**src/rtl/wbrg_pkg.sv**
```systemverilog
package wbrg_pkg;
   typedef enum logic {
      GRP_IMMEDIATE = 1'b0,
      GRP_ONE_CYCLE = 1'b1
   } grp_class_e;

   localparam int WORD_W = 32;
   localparam int LANES  = WORD_W / 8;

   function automatic logic [WORD_W-1:0] lane_merge(
      input logic [WORD_W-1:0] cur,
      input logic [WORD_W-1:0] upd,
      input logic [LANES-1:0]  sel
   );
      logic [WORD_W-1:0] res;
      res = cur;
      for (int b = 0; b < LANES; b++) begin
         if (sel[b]) res[b*8 +: 8] = upd[b*8 +: 8];
      end
      return res;
   endfunction
endpackage

```
**src/rtl/wbrg_decode.sv**
```systemverilog
module wbrg_decode #(
   parameter int NUM_MEMBERS = 4,
   localparam int MIDX_W = $clog2(NUM_MEMBERS)
) (
   input  logic                   stb,
   input  logic [MIDX_W-1:0]      midx,
   output logic [NUM_MEMBERS-1:0] stb_vec
);
   for (genvar m = 0; m < NUM_MEMBERS; m++) begin : g_sel
      assign stb_vec[m] = stb && (midx == MIDX_W'(m));
   end
endmodule

```
**src/rtl/wbrg_member.sv**
```systemverilog
module wbrg_member #(
   parameter int WORDS = 4,
   localparam int SEL_W = (WORDS > 1) ? $clog2(WORDS) : 1
) (
   input  logic                              clk,
   input  logic                              rst_n,
   input  logic                              stb,
   input  logic                              we,
   input  logic [SEL_W-1:0]                  widx,
   input  logic [wbrg_pkg::WORD_W-1:0]       wdata,
   input  logic [wbrg_pkg::LANES-1:0]        wsel,
   output logic [WORDS-1:0][wbrg_pkg::WORD_W-1:0] regs_o
);
   logic [WORDS-1:0][wbrg_pkg::WORD_W-1:0] store;

   if (WORDS == 1) begin : g_single
      logic unused_idx;
      assign unused_idx = ^widx;
      always_ff @(posedge clk or negedge rst_n) begin
         if (!rst_n) store <= '0;
         else if (stb && we) store[0] <= wbrg_pkg::lane_merge(store[0], wdata, wsel);
      end
   end else begin : g_bank
      always_ff @(posedge clk or negedge rst_n) begin
         if (!rst_n) store <= '0;
         else if (stb && we) store[widx] <= wbrg_pkg::lane_merge(store[widx], wdata, wsel);
      end
   end

   assign regs_o = store;
endmodule

```
**src/rtl/wbrg_return.sv**
```systemverilog
module wbrg_return #(
   parameter wbrg_pkg::grp_class_e GRP_CLASS = wbrg_pkg::GRP_ONE_CYCLE,
   parameter int ENTRIES = 16,
   localparam int IDX_W = $clog2(ENTRIES)
) (
   input  logic                                     clk,
   input  logic                                     rst_n,
   input  logic                                     stb,
   input  logic [IDX_W-1:0]                         idx,
   input  logic [ENTRIES-1:0][wbrg_pkg::WORD_W-1:0] words,
   output logic                                     ack,
   output logic [wbrg_pkg::WORD_W-1:0]              data
);
   if (GRP_CLASS == wbrg_pkg::GRP_IMMEDIATE) begin : g_imm
      logic unused_clk;
      assign unused_clk = clk ^ rst_n;
      assign ack  = stb;
      assign data = words[idx];
   end else begin : g_reg
      always_ff @(posedge clk or negedge rst_n) begin
         if (!rst_n) begin
            ack  <= 1'b0;
            data <= '0;
         end else begin
            ack <= stb;
            if (stb) data <= words[idx];
         end
      end
   end
endmodule

```
**src/rtl/wb_reg_group.sv**
```systemverilog
module wb_reg_group #(
   parameter wbrg_pkg::grp_class_e GRP_CLASS = wbrg_pkg::GRP_ONE_CYCLE,
   parameter int          NUM_MEMBERS     = 4,
   parameter int          REGS_PER_MEMBER = 4,
   parameter logic [15:0] POP_MASK        = 16'h000B,
   parameter int          ADDR_W          = 8
) (
   input  logic                         clk,
   input  logic                         rst_n,
   input  logic                         i_stb,
   input  logic                         i_we,
   input  logic [ADDR_W-1:0]            i_addr,
   input  logic [wbrg_pkg::WORD_W-1:0]  i_data,
   input  logic [wbrg_pkg::LANES-1:0]   i_sel,
   output logic                         o_ack,
   output logic                         o_stall,
   output logic                         o_err,
   output logic [wbrg_pkg::WORD_W-1:0]  o_data
);
   localparam bit IS_IMM  = (GRP_CLASS == wbrg_pkg::GRP_IMMEDIATE);
   localparam int RPM     = IS_IMM ? 1 : REGS_PER_MEMBER;
   localparam int RIDX_W  = IS_IMM ? 0 : $clog2(REGS_PER_MEMBER);
   localparam int RSEL_W  = (RIDX_W > 0) ? RIDX_W : 1;
   localparam int MIDX_W  = $clog2(NUM_MEMBERS);
   localparam int IDX_W   = MIDX_W + RIDX_W;
   localparam int ENTRIES = NUM_MEMBERS * RPM;

   if (!(NUM_MEMBERS inside {2, 4, 8, 16})) begin : g_chk_members
      $error("NUM_MEMBERS must be 2, 4, 8 or 16");
   end
   if (!IS_IMM && !(REGS_PER_MEMBER inside {2, 4, 8, 16})) begin : g_chk_regs
      $error("REGS_PER_MEMBER must be 2, 4, 8 or 16");
   end
   if (ADDR_W < IDX_W) begin : g_chk_addr
      $error("ADDR_W too narrow for the register index");
   end

   logic [IDX_W-1:0]       idx;
   logic [MIDX_W-1:0]      midx;
   logic [RSEL_W-1:0]      ridx;
   logic [NUM_MEMBERS-1:0] mstb;
   logic [ENTRIES-1:0][wbrg_pkg::WORD_W-1:0] all_words;

   assign idx  = i_addr[IDX_W-1:0];
   assign midx = idx[IDX_W-1:RIDX_W];

   if (RIDX_W > 0) begin : g_ridx
      assign ridx = idx[RSEL_W-1:0];
   end else begin : g_noridx
      assign ridx = '0;
   end

   if (ADDR_W > IDX_W) begin : g_hi
      logic unused_hi;
      assign unused_hi = ^i_addr[ADDR_W-1:IDX_W];
   end

   wbrg_decode #(.NUM_MEMBERS(NUM_MEMBERS)) u_decode (
      .stb     (i_stb),
      .midx    (midx),
      .stb_vec (mstb)
   );

   for (genvar m = 0; m < NUM_MEMBERS; m++) begin : g_mem
      if (POP_MASK[m]) begin : g_pop
         wbrg_member #(.WORDS(RPM)) u_member (
            .clk    (clk),
            .rst_n  (rst_n),
            .stb    (mstb[m]),
            .we     (i_we),
            .widx   (ridx),
            .wdata  (i_data),
            .wsel   (i_sel),
            .regs_o (all_words[m*RPM +: RPM])
         );
      end else begin : g_empty
         assign all_words[m*RPM +: RPM] = '0;
      end
   end

   wbrg_return #(.GRP_CLASS(GRP_CLASS), .ENTRIES(ENTRIES)) u_return (
      .clk   (clk),
      .rst_n (rst_n),
      .stb   (i_stb),
      .idx   (idx),
      .words (all_words),
      .ack   (o_ack),
      .data  (o_data)
   );

   assign o_stall = 1'b0;
   assign o_err   = 1'b0;
endmodule

```
**config.mk**
```make
export PLATFORM = sky130hd
export DESIGN_NAME = wb_reg_group
export DESIGN_NICKNAME = d
export VERILOG_FILES = /design/src/rtl/wbrg_pkg.sv /design/src/rtl/wbrg_decode.sv /design/src/rtl/wbrg_member.sv /design/src/rtl/wbrg_return.sv /design/src/rtl/wb_reg_group.sv
export SDC_FILE = /design/constraint.sdc
export NUM_CORES = 1
export LEC_CHECK = 0
export ABC_CLOCK_PERIOD_IN_PS = 1200
export CAP_MARGIN = 10
export CORE_MARGIN = 3
export CORE_UTILIZATION = 35
export CTS_BUF_LIST = sky130_fd_sc_hd__clkbuf_4
export CTS_CLUSTER_DIAMETER = 80
export CTS_CLUSTER_SIZE = 12
export DETAILED_ROUTE_END_ITERATION = 12
export DONT_BUFFER_PORTS = 1
export PLACE_DENSITY = 0.48
export SLEW_MARGIN = 20
export SYNTH_ARGS = -nofsm -noshare
export SYNTH_HDL_FRONTEND = slang
export SYNTH_HIERARCHICAL = 1
export SYNTH_SLANG_ARGS = --single-unit
```
**constraint.sdc**
```tcl
create_clock -name clk -period 1.2 [get_ports clk]
set_input_delay 0.24 -clock clk [delete_from_list [all_inputs] [get_ports clk]]
set_output_delay 0.24 -clock clk [all_outputs]
set_load 0.05 [all_outputs]
```
# Word level (Yosys, flattened, before mapping)
# Cells that the tools add are included.
# W data, S select, Z words.
[word_totals]
out_inout_bits = 35
inputBits = 48
regBits = 417
[classes]
mux = 37
eq_ne = 2
order_cmp = 3
reduce_logical = 8
[ops]
columns = ["cell", "n"]
rows = [
  ["$bwmux W128", 3],
  ["$bmux W32 S2", 3],
  ["$mux W8", 24],
  ["$mux W32", 5],
  ["$bmux W32 S4", 1],
  ["$demux W32 S2", 1],
  ["$logic_and A1 B1 Y1", 7],
  ["$lt A4 B5 Y1 const B", 1],
  ["$lt A2 B3 Y1 const B", 1],
  ["$eq A2 B1 Y1 const B", 1],
  ["$eq A2 B2 Y1 const B", 1],
  ["$ge A2 B1 Y1 const B", 1],
  ["$logic_not A2 Y1", 1],
]

# Longest topological paths before layout
# Gate-level depths: netlist (run 1).
[logic_depth]
depth_word = 5
ltp_mapped = 7
ltp_nobuf = 4

# Hierarchy
# Netlist (run 1), hierarchy kept.
[by_module_without_submodules]
columns = ["module", "area_per_inst_um2", "cells_each", "n_inst"]
rows = [
  ["wbrg_member (g_mem[0].g_pop.u_member)", 5418.9, 446, 1],
  ["wbrg_member (g_mem[3].g_pop.u_member)", 5410.2, 451, 1],
  ["wbrg_member (g_mem[1].g_pop.u_member)", 5337.6, 443, 1],
  ["wbrg_return", 5285.1, 342, 1],
  ["wbrg_decode", 37.5, 4, 1],
  ["wb_reg_group", 18.8, 3, 1],
]

# Worst setup path before layout (run 1)
# Ideal clock, no wire load.
[synth_path]
path_kind = "input to register"
from = "input port i_stb"
to = "register g_mem[3].g_pop.u_member.store, in the netlist g_mem[3].g_pop.u_member/regs_o[0]"
slack_ns = -0.303
t_arrival_ns = 1.379
n_path_buf = 2
stages = 6
cell_sequence = "and3_2 -> buf_4 -> and4bb_2 -> buf_4 -> nand2_1 -> mux2_2"
[synth_between]
elab_chain_len = 2
[synth_rtl]
columns = ["element", "line_no", "source"]
rows = [
  ["start: declaration", "wb_reg_group.sv:10", "input logic i_stb,"],
  ["$logic_and A1 B1 Y1", "wbrg_decode.sv:10", "assign stb_vec[m] = stb && (midx == MIDX_W'(m));"],
  ["$logic_and A1 B1 Y1", "wbrg_member.sv:26", "else if (stb && we) store[widx] <= wbrg_pkg::lane_merge(store[widx], wdata, wsel);"],
  ["end signal: indexed assignment", "wbrg_member.sv:26", ""],
  ["end: declaration", "wbrg_member.sv:14", "logic [WORDS-1:0][wbrg_pkg::WORD_W-1:0] store;"],
]
# No other way between the ends.
# A chain may end at the register's enable or synchronous reset.

# Worst setup path in the final report (run 1)
[layout_path]
from = "input port i_addr[2]"
to = "register g_mem[3].g_pop.u_member.store, in the netlist g_mem[3].g_pop.u_member/regs_o[127]"
[layout_between]
elab_chain_len = 3
[layout_rtl]
columns = ["element", "line_no", "source"]
rows = [
  ["start: declaration", "wb_reg_group.sv:12", "input logic [ADDR_W-1:0] i_addr,"],
  ["$eq A2 B2 Y1", "wbrg_decode.sv:10", ""],
  ["$logic_and A1 B1 Y1", "wbrg_decode.sv:10", ""],
  ["$logic_and A1 B1 Y1", "wbrg_member.sv:26", ""],
]
# No other way between the ends.

==> metrics.txt, run 1 <==
status=finished with violations; failing checks=hold timing, setup timing; final std cells w/o fill=2917; largest delay contributor family on the critical path=buffers and inverters; DRC errors left=0; peak supply drop=0.000525 V; maximum clock rate=558 MHz; Seq pwr share=51.2%; Worst setup EP type=flop; first-pass GRT wire length=99000 µm; Final #Nets=2172; Die Wd=254 µm; clock network latency to the later pin of the worst-skew pair=0.83 ns; die height=254 µm; cells after synthesis=1688; Mapped Area=21500 µm²; core region area=60600 µm²; fin crit share=149%; placed insts=2765; CTS root buffer=clkbuf_4; hold slack final=-0.864 ns; FP Rows=90; Worst Setup SP=i_addr[2]; Slew @ Worst Pin=1.16 ns; commonest non-fill, non-tap cells in the layout=dfrtp_1 (415), buf_4 (279), mux2_2 (207); max-slew violations=0; Overflow after GRT=0; Worst-path clk slew=0.14 ns; commonest non-fill, non-tap cell in the layout=dfrtp_1; Hold WC Path Type=in2async; Max Buffers Root-to-Sink=3; crit-path max cell delay=1.22 ns; initial core utilization=35.5%; Final min period=1.79 ns; critical path type=in2reg; crit path cell chain=and3_4 > buf_4 > nand4_2 > buf_12 > dlygate4sd3_1 > o21ai_0; Wirelength per Cell=22.6 µm; Post-Layout Inst Area=27100 µm²; vias in the first global route=15630; Clock Power Share=19.0%; initial DRC count=899; I/O pin cnt=83; clk_skew=0.0363 ns; YS warnings=6; Slew headroom=22.5%; detailed-router iteration count before antenna repair=5; final wirelength=65800 µm; P_leak=12.5 nW; layout cells sized above 1=46.2%; port bufs=0; Multi-input gate area=11900 µm²; pin count of the biggest net entering global routing=418; CTS Buf Count=42; Worst path slowest cell=dlygate4sd3_1; Gate power share=29.8%; final setup fails=79; worst-path maximum fanout=131; crit start category=primary input; Sw Share=30.2%; total clock sinks=417; r2r startpoint=g_mem[3].g_pop.u_member/regs_o[48]; Post-DP Area=24900 µm²; CP bufs+invs=3; area delta synth->final=25.9%; Power Internal=24.5 mW; power per cell area=1300 nW/µm²; Max-Cap Viols=0; total number of vias=15549; CTS tree=built; HPWL after DPL=40300 µm; final core utilization=44.7%; syn_area_per_cell=12.7 µm²; post-route ant nets=0; Critical Path AT=2.45 ns; Fin. Hold Viols=639; switching power=10.6 mW; RD Place Congestion=0.749; final setup margin=-0.593 ns; Register Area=10400 µm²; die footprint=64400 µm²; CP Data Required Time=1.85 ns; GRT Util Overall=20.3%; Vias/cell=5.33; setup_tns=-23.36 ns; Layout fillers=5639; RSZ-0062 raised after global routing=true; H-tree levels=2; initial antenna violation count=7
[final cells by class]
class	instances	share of cell area (%)
Tap cell	782	3.61
Clock buffer	43	1.19
Inverter	13	0.180
Multi-Input combinational cell	1271	43.9
Antenna cell	5	0.0462
Timing Repair Buffer	379	12.3
Clock inverter	7	0.157
Sequential cell	417	38.6
[metal layers]
metal	track usage, %	routed length, µm
met1	28.0	29900
met2	33.8	31800
met3	4.00	2960
met4	3.56	1110
met5	0	56
[state kept, by name (all words and copies together) (netlist names)]
register and cells:
g_mem.g_pop.u_member/regs_o 384, u_return/ack 1, u_return/data 32
[power by group through the flow]
stage,logic [mW],clock network (mW),registers [mW]
after floorplan,5.54,0,18.3
after global placement,8.59,0,18.2
after detailed placement,8.83,0,18.2
after CTS,9.74,7.04,18.0
after global routing,11.3,7.56,18.3
final,10.5,6.69,18.0
[metrics by stage]
stage	worst slack [ns]	hold WS [ns]	total power, mW
finish	-0.593	-0.864	35.1
detailed placement	-0.343	-0.00938	27.1
global route	-0.625	-0.961	37.2
floorplan	-0.226	-0.0556	23.9
global placement	-0.322	-0.0111	26.7
CTS	-0.607	-0.945	34.8
[path summary, 6_finish.rpt]
check / cells after the start / to / slack [ns]
max reg2reg: 3 / u_return/data[16] / -0.17
min: 0 / g_mem[1].g_pop.u_member/regs_o[101] / -0.86
max in group asynchronous: 0 / g_mem[0].g_pop.u_member/regs_o[112] / 1.12
min reg2reg: 2 / g_mem[1].g_pop.u_member/regs_o[86] / 0.51
min in group clk: 0 / u_return/ack / -0.52
max: 6 / g_mem[3].g_pop.u_member/regs_o[127] / -0.59
[timing repair]
item / CTS / global route
pin swaps: 33 / 20
endpoints found under the setup margin: 73 / 438
buffers inserted: 26 / 31
hold buffers: 43 / 2
gates resized for setup: 82 / 129
hold endpoints to repair: 834 / 697
Power figures use the tool's default switching activity.
==> run 2: changes to the inputs <==
Settings changed: SYNTH_HIERARCHICAL 1 to unset.
==> metrics.txt, run 2 <==
max reg flops=384 (unchanged); Max-Cap Viols=0 (unchanged); CP Data Required Time=0.96 ns (-0.89 ns); post-route ant nets=0 (unchanged); crit start category=flop; initial DRC count=1244 (+38%); Overflow after GRT=0 (unchanged); clock network latency to the later pin of the worst-skew pair=0.82 ns (about the same); P_leak=12.6 nW (+0.90%); fin crit share=150% (+0.43 points); Fin. Hold Viols=506 (-21%); peak supply drop=0.000559 V (+6.6%); total clock sinks=417 (unchanged); status=finished with violations; Final #Nets=2141 (-1.4%); CTS tree=built; HPWL after DPL=41100 µm (+2.1%); commonest non-fill, non-tap cells in the layout=dfrtp_1 (416), mux2i_1 (244), buf_4 (239); hold slack final=-0.867 ns (-0.00327 ns); commonest non-fill, non-tap cell in the layout=dfrtp_1; Post-Layout Inst Area=28200 µm² (+4.0%); Slew @ Worst Pin=1.27 ns (+0.112 ns); Main synth FF type=dfrtp_1; Final min period=1.80 ns (+0.00515 ns); Power Internal=25.8 mW (+5.4%); Synth cell types=36; pin count of the biggest net entering global routing=418 (unchanged); DRC errors left=0 (unchanged); clk_skew=0.0515 ns (+0.0152 ns); Gate power share=32.5% (+2.7 points); YS warnings=0 (-6); GRT Util Overall=21.9% (+1.5 points); Mapped Area=21600 µm² (+0.39%); switching power=12.2 mW (+15%); Worst path slowest cell=dfrtp_1; asr flop ratio synth=100%; Commonest cells post-synth=dfrtp_1 (417), mux2i_1 (320), mux2_2 (252), a21oi_1 (128), a31oi_1 (128); CP bufs+invs=2 (-1); Design Power=38.0 mW (+8.1%); vias in the first global route=16949 (+8.4%); FP Rows=90 (unchanged); final setup margin=-0.598 ns (-0.00515 ns); crit-path max cell delay=0.46 ns (-0.76 ns); total number of vias=16447 (+5.8%); area delta synth->final=30.4%; critical path type=reg2out; Die Wd=254 µm (+0.19%); die height=254 µm (+0.19%); failing checks=hold timing, setup timing; RD Place Congestion=0.771 (+3.0%); top-count cell post-synth=dfrtp_1; first-pass GRT wire length=108000 µm (+8.7%); core region area=60700 µm² (+0.19%); sequential fraction of the synthesis area=48.3%; Synth Register Bits=417; Critical Path AT=1.56 ns (-0.89 ns); Max Buffers Root-to-Sink=3 (unchanged); Sw Share=32.0% (+1.8 points); Area contributors post-synth=dfrtp_1 (48%), mux2i_1 (15%), mux2_2 (13%); final setup fails=258 (+230%); Wirelength per Cell=25.3 µm (+12%); syn_area_per_cell=12.2 µm² (-4.3%); Post-synth EDFFs=0; Hold WC Path Type=in2async; crit path cell chain=buf_6 > buf_8; worst-path maximum fanout=2 (-98%); placed insts=2698 (-2.4%); CTS Buf Count=41 (-2.4%); Synth area leader=dfrtp_1; I/O pin cnt=83 (unchanged); final std cells w/o fill=2884 (-1.1%); power per cell area=1350 nW/µm² (+4.0%); max-slew violations=0 (unchanged); top-area cell type share of the netlist area=48.3%; detailed-router iteration count before antenna repair=5 (unchanged); Clock Power Share=17.9% (-1.1 points); die footprint=64700 µm² (+0.38%); initial core utilization=35.6% (+0.072 points); Seq pwr share=49.6% (-1.6 points); final wirelength=72900 µm (+11%); Worst setup EP type=output pin; Slew headroom=15.1% (-7.5 points); maximum clock rate=556 MHz (-0.29%); initial antenna violation count=3 (-4); port bufs=0 (unchanged); Post-DP Area=24800 µm² (-0.43%); largest delay contributor family on the critical path=flip-flops; cells after synthesis=1771 (+4.9%); RSZ-0062 raised after global routing=true; Vias/cell=5.70 (+7.0%); H-tree levels=2 (unchanged); Worst-path clk slew=0.14 ns (about the same); layout cells sized above 1=42.3% (-3.9 points); CTS root buffer=clkbuf_4
-- run 2: path summary, 6_finish.rpt --
check	start	endpoint	slack, ns	depth (start not counted)
worst max-delay path	u_return.data[23]	o_data[23]	-0.60	2
worst min-delay path	rst_n	g_mem[3].g_pop.u_member.regs_o[91]	-0.87	0
worst max register to register	u_return.data[8]	u_return.data[8]	-0.19	5
worst min register to register	g_mem[1].g_pop.u_member.regs_o[43]	g_mem[1].g_pop.u_member.regs_o[43]	0.55	1
max in group asynchronous	rst_n	g_mem[1].g_pop.u_member.regs_o[8]	1.03	0
min in group clk	i_addr[3]	u_return.data[6]	-0.25	3
-- run 2: final cells by class --
class / instances / area [µm²]
diodes: 4 / 10.0
clock buffers: 42 / 315
clock inverters: 6 / 53.8
fillers: 5530 / 32500
multi-input cells: 1188 / 11700
flip-flops and latches: 417 / 10400
well taps: 782 / 978
repair buffers: 445 / 4630
-- run 2: stage by stage --
stage | setup slack, ns | util (%) | setup TNS (ns)
finish | -0.598 | 46.4 | -31.52
global route | -0.680 | 46.4 | -44.59
CTS | -0.685 | 44.4 | -144.89
detailed placement | -0.464 | 40.8 | -107.21
global placement | -0.454 | 40.8 | -104.34
floorplan | -0.365 | - | -108.60
-- run 2: worst reg2reg max path, cell delays in order, from the launching register on --
cell and delay [ns]:
dfrtp_1 0.42, buf_4 0.13, buf_4 0.13, nand2b_4 0.06, o221ai_2 0.07, or4_1 0.48
-- run 2: power groups by stage --
stage	combinational [mW]	clock [mW]	sequential (mW)
2_1_floorplan	5.80	0	19.0
3_3_place_gp	9.34	0	18.7
3_5_place_dp	9.53	0	18.8
4_1_cts	11.3	7.10	18.7
5_1_grt	13.2	7.59	19.2
6_report	12.4	6.80	18.8
-- run 2: kinds of logic (layout without fill, tap and decap cells) --
logic type	count (synthesis)	in the layout	share of synthesized area, %
AO/OA/AOI/OAI	416	416	13.8
buffers and inverters	167	493	4.60
flip-flops	417	417	48.3
multiplexers	576	576	28.2
other	1	6	0.0174
AND/OR/NAND/NOR	194	194	5.00
-- run 2: timing repair --
item	CTS	global route
cloned	0	3
pin swaps	78	78
endpoints found under the setup margin	238	449
endpoints found under the hold margin	834	725
resized for setup	277	135
hold buffers	42	5
buffers inserted	43	66
-- run 2: routing by layer --
| layer | part of all wire, % | global-route usage [%] |
|---|---|---|
| met1 | 47 | 32.2 |
| met2 | 46 | 34.5 |
| met3 | 4.7 | 2.45 |
| met4 | 2.1 | 5.29 |
| met5 | 0.011 | 0 |
==> run 3: changes to the inputs <==
Settings changed: HOLD_SLACK_MARGIN set to 0.02.
==> metrics.txt, run 3 (synthesized netlist as in run 2, its figures left out) <==
status=finished with violations; failing checks=hold timing, slew limit, setup timing; Hold WC Path Type=in2async; Post-Layout Inst Area=28000 µm² (-0.42%); clk_skew=0.0510 ns (-0.000481 ns); r2r startpoint=u_return.data[30]; Slew headroom=-34.3% (-49 points); FP Rows=90 (unchanged); Worst-path clk slew=0.14 ns (about the same); initial DRC count=1278 (+2.7%); Critical Path AT=1.55 ns (about the same); Layout fillers=5524 (-0.11%); detailed-router iteration count before antenna repair=6 (+1); crit-path max cell delay=0.46 ns (about the same); pin count of the biggest net entering global routing=418 (unchanged); Final min period=1.79 ns (-0.00840 ns); P_leak=12.5 nW (-0.39%); post-route ant nets=0 (unchanged); I/O pin cnt=83 (unchanged); power per cell area=1360 nW/µm² (+0.56%); total number of vias=16477 (+0.18%); GRT Util Overall=21.9% (about the same); Register Area=10400 µm² (unchanged); initial core utilization=35.6% (unchanged); crit start category=flop; Place WS=-0.464 ns (unchanged); Worst path slowest cell=dfrtp_1; core region area=60700 µm² (unchanged); area delta synth->final=29.9%; Slew @ Worst Pin=2.01 ns (+0.741 ns); final std cells w/o fill=2869 (-0.52%); die footprint=64700 µm² (unchanged); peak supply drop=0.000558 V (-0.19%); hold slack final=-0.837 ns (+0.0300 ns); critical path type=reg2out; Worst setup EP type=output pin; port bufs=0 (unchanged); CTS Buf Count=41 (unchanged); DRC errors left=0 (unchanged); R2R Setup Slk=-0.19 ns (about the same); clock network latency to the later pin of the worst-skew pair=0.82 ns (about the same); final setup fails=288 (+12%); RSZ-0062 raised after global routing=true; Final #Nets=2129 (-0.56%); maximum clock rate=559 MHz (+0.47%); worst-path maximum fanout=2 (unchanged); CTS root buffer=clkbuf_4; H-tree levels=2 (unchanged); CTS tree=built; Vias/cell=5.74 (+0.71%); layout cells sized above 1=42.2% (-0.092 points); Max-Cap Viols=0 (unchanged); Multi-input gate area=11800 µm² (+0.22%); RD Place Congestion=0.771 (unchanged); HPWL after DPL=41100 µm (unchanged); Fin. Hold Viols=503 (-0.59%); die height=254 µm (unchanged); FF-to-FF path depth=5 (unchanged); total clock sinks=417 (unchanged); crit path cell chain=buf_6 > buf_8; CP bufs+invs=2 (unchanged); fin crit share=149% (-0.70 points); Overflow after GRT=0 (unchanged); Max Buffers Root-to-Sink=3 (unchanged); final setup margin=-0.590 ns (+0.00840 ns); largest delay contributor family on the critical path=flip-flops; r2r endpoint=u_return.data[30]; commonest non-fill, non-tap cells in the layout=dfrtp_1 (416), mux2i_1 (244), buf_4 (232); final wirelength=72300 µm (-0.92%); first-pass GRT wire length=108000 µm (about the same); max reg flops=384 (unchanged); Wirelength per Cell=25.2 µm (-0.40%); placed insts=2698 (unchanged); CP Data Required Time=0.96 ns (about the same); commonest non-fill, non-tap cell in the layout=dfrtp_1; vias in the first global route=16959 (+0.059%); Post-DP Area=24800 µm² (unchanged); initial antenna violation count=3 (unchanged); Die Wd=254 µm (unchanged); max-slew violations=272 (+272)
[run 3: cell types whose count changed in the layout (fill, tap and decap cells not counted), sizes merged]
cell | before | now
clkbuf | 47 | 45
buf | 396 | 389
dlymetal6s4s | 2 | 4
dlygate4sd3 | 42 | 37
diode | 4 | 1
[run 3: layout make-up]
type,count,area share (%)
multi-input combinational,1188,41.9
sequential,417,37.2
timing repair buffer,433,16.0
tap,782,3.49
clock buffer,42,1.12
clock inverter,6,0.192
antenna,1,0.00893
[run 3: timing repair]
action	4_1_cts	5_1_grt
cloned	0	1
endpoints found under the hold margin	834	774
gates resized for setup	277	145
setup buffers	43	55
pin swaps	78	75
hold buffers	43	1
endpoints found under the setup margin	238	449
[run 3: report_power, final]
part	switching (mW)	internal, mW
clock network	4.91	1.87
registers	2.12	16.7
logic	5.14	7.27
[run 3: worst max path at each step]
stage                     cells after the start         startpoint  slack [ns]                end
after global routing                          2  u_return.data[26]       -0.68         o_data[26]
after global placement                        4          i_addr[1]       -0.45  u_return.data[14]
after detailed placement                      4          i_addr[1]       -0.46  u_return.data[14]
after CTS                                     2  u_return.data[19]       -0.68         o_data[19]
final                                         2  u_return.data[23]       -0.59         o_data[23]
after floorplan                               6          i_addr[0]       -0.36  u_return.data[15]
[run 3: stage by stage]
| step | power (mW) | TNS [ns] | util, % |
|---|---|---|---|
| 2_1_floorplan | 24.8 | -108.60 | - |
| 3_3_place_gp | 28.0 | -104.34 | 40.8 |
| 3_5_place_dp | 28.3 | -107.21 | 40.8 |
| 4_1_cts | 37.1 | -191.74 | 44.4 |
| 5_1_grt | 40.1 | -42.98 | 46.2 |
| 6_report | 38.0 | -32.58 | 46.2 |
[run 3: metal layers]
metal / part of all wire, % / global-route usage, %
met1: 48 / 32.2
met2: 46 / 34.4
met3: 4.2 / 2.49
met4: 2.2 / 5.41
met5: 0.011 / 0
